$ cat config.mk
export PLATFORM = sky130hd
export DESIGN_NAME = safety_supervisor
export DESIGN_NICKNAME = d
export VERILOG_FILES = /design/src/rtl/safety_supervisor.sv
export SDC_FILE = /design/constraint.sdc
export NUM_CORES = 1
export LEC_CHECK = 0
export BUFFER_PORTS_ARGS = -buffer_cell sky130_fd_sc_hd__buf_2
export CAP_MARGIN = 10
export CORE_AREA = 4 4 41 43
export DETAILED_ROUTE_END_ITERATION = 12
export DIE_AREA = 0 0 45 47
export PLACE_DENSITY = 0.55
export REMOVE_ABC_BUFFERS = 1
export SETUP_SLACK_MARGIN = 0.2
export SLEW_MARGIN = 0
export SYNTH_ARGS = -nofsm -noshare
export SYNTH_HDL_FRONTEND = slang
export SYNTH_SLANG_ARGS = --single-unit
$ cat constraint.sdc
create_clock -name clk -period 1.4 [get_ports clk]
set_input_delay 0.28 -clock clk [delete_from_list [all_inputs] [get_ports clk]]
set_output_delay 0.28 -clock clk [all_outputs]
set_load 0.02 [all_outputs]
$ cat src/rtl/safety_supervisor.sv
`timescale 1ns/1ps
module safety_supervisor #(
  parameter int N_RAIL = 3,
  parameter int ADDR_W = 4,
  parameter logic [ADDR_W-1:0] CTRL_ADDR = 2
) (
  input  logic              clk,
  input  logic              rst_n,
  input  logic              wake_i,
  input  logic              sleep_i,
  input  logic [N_RAIL-1:0] ov_i,
  input  logic              uv_io_i,
  input  logic              wd_block_i,
  input  logic              wd_rst_i,
  input  logic              safe_req_i,
  input  logic              diag_exit_i,
  input  logic              bist_dis_i,
  input  logic              bist_done_i,
  input  logic              wr_en_i,
  input  logic [ADDR_W-1:0] wr_addr_i,
  input  logic              wr_data_i,
  output logic [2:0]        state_o,
  output logic              bist_req_o,
  output logic              host_rst_n_o,
  output logic              drv_en_o
);

  typedef enum logic [2:0] {
    ST_STBY = 3'd0, ST_RST = 3'd1, ST_DIAG = 3'd2, ST_ACT = 3'd3, ST_SAFE = 3'd4
  } st_e;

  st_e  st_q, st_d;
  logic en_q, en_d, drv_q, hrst_q;

  wire run_q    = (st_q == ST_DIAG) || (st_q == ST_ACT);
  wire run_d    = (st_d == ST_DIAG) || (st_d == ST_ACT);
  wire rst_req  = uv_io_i | wd_rst_i;
  wire wr_hit   = wr_en_i && (wr_addr_i == CTRL_ADDR) && run_q;
  wire bist_clr = (st_q == ST_RST) && (st_d == ST_DIAG) && !bist_dis_i;

  always_comb begin
    st_d = st_q;
    if (sleep_i && st_q != ST_STBY) st_d = ST_STBY;
    else begin
      case (st_q)
        ST_STBY: if (wake_i) st_d = ST_RST;
        ST_RST:  if (!uv_io_i && (bist_dis_i || bist_done_i)) st_d = ST_DIAG;
        ST_DIAG, ST_ACT: begin
          if (rst_req)                              st_d = ST_RST;
          else if (safe_req_i)                      st_d = ST_SAFE;
          else if (st_q == ST_DIAG && diag_exit_i)  st_d = ST_ACT;
        end
        ST_SAFE: if (rst_req) st_d = ST_RST;
        default: st_d = ST_STBY;
      endcase
    end
  end

  assign en_d = bist_clr ? 1'b0 : (wr_hit ? wr_data_i : en_q);

  always_ff @(posedge clk or negedge rst_n) begin
    if (!rst_n) begin
      st_q   <= ST_STBY;
      en_q   <= 1'b0;
      drv_q  <= 1'b0;
      hrst_q <= 1'b0;
    end else begin
      st_q   <= st_d;
      en_q   <= en_d;
      drv_q  <= en_d && run_d && !(|ov_i) && !wd_block_i;
      hrst_q <= !((st_d == ST_STBY) || (st_d == ST_RST));
    end
  end

  assign state_o      = st_q;
  assign bist_req_o   = (st_q == ST_RST) && !uv_io_i && !bist_dis_i;
  assign host_rst_n_o = hrst_q;
  assign drv_en_o     = drv_q;

  a_r4_reset_outputs_low: assert property (@(posedge clk) disable iff (!rst_n)
    (st_q == ST_STBY || st_q == ST_RST) |-> (!hrst_q && !drv_q));
  a_r5_bist_clears_enable: assert property (@(posedge clk) disable iff (!rst_n)
    (st_q == ST_RST && !bist_dis_i) |=> (st_q != ST_DIAG || !en_q));
  a_r6_bypass_keeps_enable: assert property (@(posedge clk) disable iff (!rst_n)
    (st_q == ST_RST && bist_dis_i && !uv_io_i && !sleep_i) |=> (st_q == ST_DIAG && en_q == $past(en_q)));
  a_r7_write_ignored: assert property (@(posedge clk) disable iff (!rst_n)
    (st_q == ST_STBY || st_q == ST_SAFE) |=> $stable(en_q));
  a_r8_fault_blocks_drive: assert property (@(posedge clk) disable iff (!rst_n)
    ((|ov_i) || wd_block_i) |=> !drv_q);
  a_r9_safe_drive_low: assert property (@(posedge clk) disable iff (!rst_n)
    (st_q == ST_SAFE) |-> (!drv_q && hrst_q));
  a_r9_safe_exits: assert property (@(posedge clk) disable iff (!rst_n)
    (st_q == ST_SAFE) |=> (st_q == ST_SAFE || st_q == ST_STBY || st_q == ST_RST));

endmodule

==> flow_summary.ini, run 1 <==
[critical_path]
critPathMaxFanout = 2
cp.buffers_inverters = 1
r2r_slack_ns = -0.10
cpMaxStageDelayCell = or4b_4
worstPathRequired_ns = 1.12
cp_top_family = simple AND/OR/NAND/NOR gates
max_stage_delay_ns = 0.54
crit_type = reg -> out
path_cells = or4b_4, nor2_4, buf_6
arrival_ns = 1.38
worst_setup_path_start_kind = flop
worstSetupEndpointType = primary output

[die]
die_w_um = 45
fp.dieArea_mm2 = 0.002115
num_rows = 13
boundaryPins = 26
core_mm2 = 0.001301
die_h_um = 47
start_util_pct = 27.40

[synth]
synthDominantCellAreaShare_pct = 42.11
yosys-top-cells-area = dfrtp_1 42%, nor2_1 7.4%, nor4_1 5.3%, nor3_1 4.2%, or3_1 3.5%
synthArstFlopShare_pct = 100.0
ys_ff_latch = 6
yosysWarningCount = 0
syn_area_per_cell_um2 = 9.143
syn_area_um2 = 356.6
synth_cell_types = 19
synthCells = 39
synth-edff-count = 0
seq_area_frac_synth_pct = 42.11
ys.flop_type = dfrtp_1
synth_top_area_cell = dfrtp_1

[final_layout]
multi_input_area_um2 = 246.5
area_growth_pct = 100.0
diodes = 0
final_common_cell = buf_2
seq_area_um2 = 151.4
final_area_um2 = 713.2
layout_common_cells = 21 x buf_2, 8 x buf_6, 7 x buf_4
final_nets = 101
drive_gt1_share_pct = 65.82
n_fill_cell = 124

[power]
clkPwrFrac_pct = 21.3
switching_share_pct = 34.07
p_seq_share_pct = 29.3
internal_power_uw = 521.0
pwr-share-comb_pct = 49.4
peakVddDrop_mv = 0.5344
power_switching_uw = 269.2
powerDensity_mw_per_mm2 = 1108
finalPower_uw = 790.2
p_leak_nw = 0.3447

[sta]
fmax_mhz = 601.3
rsz0062_at_grt = true
fin_crit_sh_pct = 118.8
hold_viol_final = 0
setup_viol = 4
slew_headroom_pct = 82.46
final-max-slew-violation-count = 0
post-route-min-period_ns = 1.663
worst_slew_pin_slew_ns = 0.2622
skew_ns = 0.001288
setup_ws_ns = -0.2632

[global_route]
grt_max_degree = 9
grt_pass1_wl_um = 1945
grt_usage_pct = 13.17
grt_antenna_before_repair = 0
grt_pass1_vias = 478
globalRouteOverflowTotal = 0

[cts]
clk_latency_ns = 0.25
cts_buffers = 3
cts_max_path_buffers = 2
cts_tree = yes
clk_pin_slew_ns = 0.05
cts_root_buf = clkbuf_4
htree_levels = 1
clock_sinks = 6

[drt]
routed_wl_um = 1225
wl_per_cell_um = 13.03
dr.pass1.iters = 4
avgViaCountPerCell = 4.947
vias = 465
drc_errors = 0
drt_iter0_drc = 5
ant_nets = 0

[placed_design]
gp_congestion = 0.8788
port_buffers = 25
hpwl_um = 879.2
post_dp_cell_area_um2 = 560.5

[job]
maxCapViolCount = 0

[outcome]
violations = negative setup slack
status = finished, violations left

[hold_path]
min_path_type = in -> reg
-- final timing paths --
check | startpoint | cells after the start | end
max in group asynchronous | rst_n | 2 | state_o[0]
min in group asynchronous | rst_n | 2 | state_o[1]
worst max-delay path | state_o[1] | 3 | bist_req_o
worst max register to register | state_o[1] | 6 | state_o[0]
worst min-delay path | wd_block_i | 4 | drv_en_o
worst min register to register | en_q | 2 | en_q
-- per-layer routing --
metal	share of wire [%]	vias to the layer above	global-route usage, %
li1	-	229	-
met1	41	210	15.67
met2	48	21	20.90
met3	6.9	5	2.299
met4	3.3	0	10.53
met5	0	-	0
-- power by group through the flow --
stage | combinational [mW] | clock, mW | sequential (mW)
5_1_grt | 0.418 | 0.183 | 0.237
4_1_cts | 0.334 | 0.169 | 0.224
2_1_floorplan | 0.100 | 0 | 0.260
6_report | 0.391 | 0.169 | 0.231
3_5_place_dp | 0.278 | 0 | 0.225
3_3_place_gp | 0.279 | 0 | 0.228
-- worst min-delay path: stages --
cell and delay [ns]:
buf_2 0.08, nor4_1 0.03, nand2_1 0.07, nor3_2 0.04
-- cells in the mapped netlist (2+ instances only) --
library cell and number:
nor2_1 7, dfrtp_1 6, inv_1 3, nand2_1 3, nor3_1 3, nor4_1 3, or3_1 2
-- flip-flops by register name, indices dropped and copies added, names as in the netlist --
signal        count
en_q              1
host_rst_n_o      1
drv_en_o          1
state_o           3
-- final cells by class --
cell class | instances | share of cell area, %
flip-flops and latches | 6 | 21.23
multi-input cells | 30 | 34.56
inverters | 3 | 2.281
clock buffers | 3 | 3.158
well taps | 15 | 2.632
repair buffers | 37 | 36.14
-- cell families after synthesis --
family	after synthesis	share of synthesized area, %
buf+inv	3	3.158
compound gates	4	11.58
mux	1	2.807
flops	6	42.10
simple gates	25	40.35
-- metrics by stage --
stage                     setup TNS [ns]  instances  utilization (%)  hold WS (ns)  setup slack, ns
after floorplan                  -0.3577         39                -      -0.01559          -0.2649
after global placement           -0.1064         87            43.08        0.1152         -0.05690
after detailed placement        -0.08573         87            43.08        0.1158         -0.03516
after CTS                        -0.5020         94            51.83        0.2823          -0.2847
after global routing             -0.7373         94            54.81        0.2944          -0.3081
final                            -0.3881         94            54.81        0.2883          -0.2632
-- timing repair --
action	CTS	global route
buffers inserted	3	0
hold endpoints to repair	6	0
hold buffers	1	0
gates resized for setup	16	12
setup endpoints to repair	10	10
pin swaps	7	4
(Power assumes the default switching activity.)
==> inputs of run 2 (changes only) <==
==> constraint.sdc (replaced) <==
create_clock -name clk -period 1.4 [get_ports clk]
set_input_delay 0.07 -clock clk [delete_from_list [all_inputs] [get_ports clk]]
set_output_delay 0.07 -clock clk [all_outputs]
set_load 0.02 [all_outputs]
==> run 2 against run 1 <==
  * The run still ends with negative setup slack left
  * Final area down 8.8%
  * Setup slack improved by 0.17 ns
  * Critical path depth unchanged
  * Critical endpoint unchanged
  * Non-clock buffer count fell by 2
  * Fmax up 12%
  * Largest cell class is now multi-input gates
  * Sequential share of layout area is 2.2 points higher
  * Critical path type unchanged
  * Clock-buffer cell count stayed put
  * Die area unchanged
  * Power down 11%
==> flow_summary.ini, run 2 (same netlist as run 1, synthesis figures left out) <==
[outcome]
status = finished, violations left
violations = negative setup slack

[critical_path]
arrival_ns = 1.42
r2r_slack_ns = -0.03
worst_setup_path_start_kind = flop
worstSetupEndpointType = primary output
cpMaxStageDelayCell = or4b_4
path_cells = or4b_4, nor2_4, buf_6
r2r_end = state_o[0]
crit_type = reg -> out
max_stage_delay_ns = 0.57
r2r-start = state_o[1]
worstPathRequired_ns = 1.33
cp.buffers_inverters = 1
critPathMaxFanout = 4
cp_top_family = simple AND/OR/NAND/NOR gates
critPathLaunch = state_o[1]
reg2reg_depth = 5

[power]
powerDensity_mw_per_mm2 = 1085
p_leak_nw = 0.3271
peakVddDrop_mv = 0.5467

[cts]
cts_root_buf = clkbuf_4
clk_pin_slew_ns = 0.05
cts_buffers = 3
clock_sinks = 6
cts_tree = yes
htree_levels = 1
cts_max_path_buffers = 2
clk_latency_ns = 0.24

[sta]
hold_viol_final = 0
final-max-slew-violation-count = 0
tns_ns = -0.1291
fin_crit_sh_pct = 106.4
fmax_mhz = 671.0
worst_slew_pin_slew_ns = 0.2646
skew_ns = 0.006834
hold_ws_ns = 0.08995
setup_ws_ns = -0.09024
post-route-min-period_ns = 1.490
setup_viol = 3
rsz0062_at_grt = true
slew_headroom_pct = 82.20

[placed_design]
place_ws_ns = -0.02004
hpwl_um = 839.8
gp_congestion = 0.7838
port_buffers = 25

[die]
die_h_um = 47
core_mm2 = 0.001301
start_util_pct = 27.40
fp.dieArea_mm2 = 0.002115
boundaryPins = 26
num_rows = 13
die_w_um = 45

[drt]
wl_met2_um = 547
routed_wl_um = 1136
avgViaCountPerCell = 4.891
met1_length_um = 455
wl_per_cell_um = 12.35
dr_wl_met3_um = 113
drt_iter0_drc = 8
drc_errors = 0
ant_nets = 0
route.top_layer_used = met4
dr.pass1.iters = 4
vias = 450

[global_route]
grt_pass1_wl_um = 1938
grt_usage_pct = 13.03
globalRouteOverflowTotal = 0
grt_pass1_vias = 467
grt_antenna_before_repair = 0
grt_max_degree = 8

[final_layout]
area_growth_pct = 82.46
diodes = 0
layout_common_cells = 24 x buf_2, 8 x buf_4, 6 x nor2_1
largest_register_ffs = 3
final_nets = 99
drive_gt1_share_pct = 59.74
fin_util_pct = 50.00
final_common_cell = buf_2

[job]
maxCapViolCount = 0

[hold_path]
hold_path.startpoint = wd_block_i
hold_path_end = drv_en_o
min_path_type = in -> reg
min_path_cells = 4
==> run 2: changes by cell type in the layout (fill, tap and decap cells not counted), moves of 2 or more <==
cell,delta
buf_6,-6
nor2_2,-2
nor2_1,+2
buf_2,+3
==> run 2: repair_timing <==
| action | CTS | global route |
|---|---|---|
| resized for setup | 10 | 4 |
| hold buffers | 1 | 0 |
| setup endpoints to repair | 7 | 7 |
| hold endpoints to repair | 6 | 0 |
| buffers inserted | 5 | 1 |
| pin swaps | 7 | 5 |
==> run 2: routing by layer <==
layer	up-vias	track usage [%]
li1	228	-
met1	202	13.16
met2	18	22.60
met3	2	5.747
met4	0	7.018
met5	-	0
==> run 2: worst reg2reg max path, stage by stage (launching register included) <==
cell      delay (ns)
dfrtp_1         0.38
buf_4           0.15
buf_4           0.10
nor3_1          0.03
o2bb2a_1        0.27
or3_1           0.37
==> run 2: cell type report <==
type	count	area, um2
timing repair buffer	35	212.7
sequential	6	152.6
tap	15	18.77
multi-input combinational	30	230.2
clock buffer	3	22.52
fill	130	650.6
inverter	3	13.76
==> run 2: through the flow <==
stage | instances | power (mW) | area (um2)
2_1_floorplan | 39 | 0.3601 | 356.6
3_3_place_gp | 82 | 0.4522 | 523.0
3_5_place_dp | 82 | 0.4546 | 523.0
4_1_cts | 91 | 0.6761 | 628.1
5_1_grt | 92 | 0.7547 | 650.6
6_report | 92 | 0.7062 | 650.6
==> run 2: worst max path at each step <==
stage / cells past startpoint / slack, ns / end
2_1_floorplan: 2 / -0.05 / bist_req_o
6_report: 3 / -0.09 / bist_req_o
5_1_grt: 3 / -0.15 / bist_req_o
3_3_place_gp: 3 / -0.03 / en_q
4_1_cts: 3 / -0.1 / bist_req_o
3_5_place_dp: 3 / -0.02 / en_q
==> run 2: report_power, final <==
part           leakage [nW]  total (mW)  internal (mW)  switching, mW
sequential           0.0782       0.234          0.204         0.0302
clock                0.0138       0.155         0.0967         0.0587
combinational         0.235       0.317          0.171          0.146
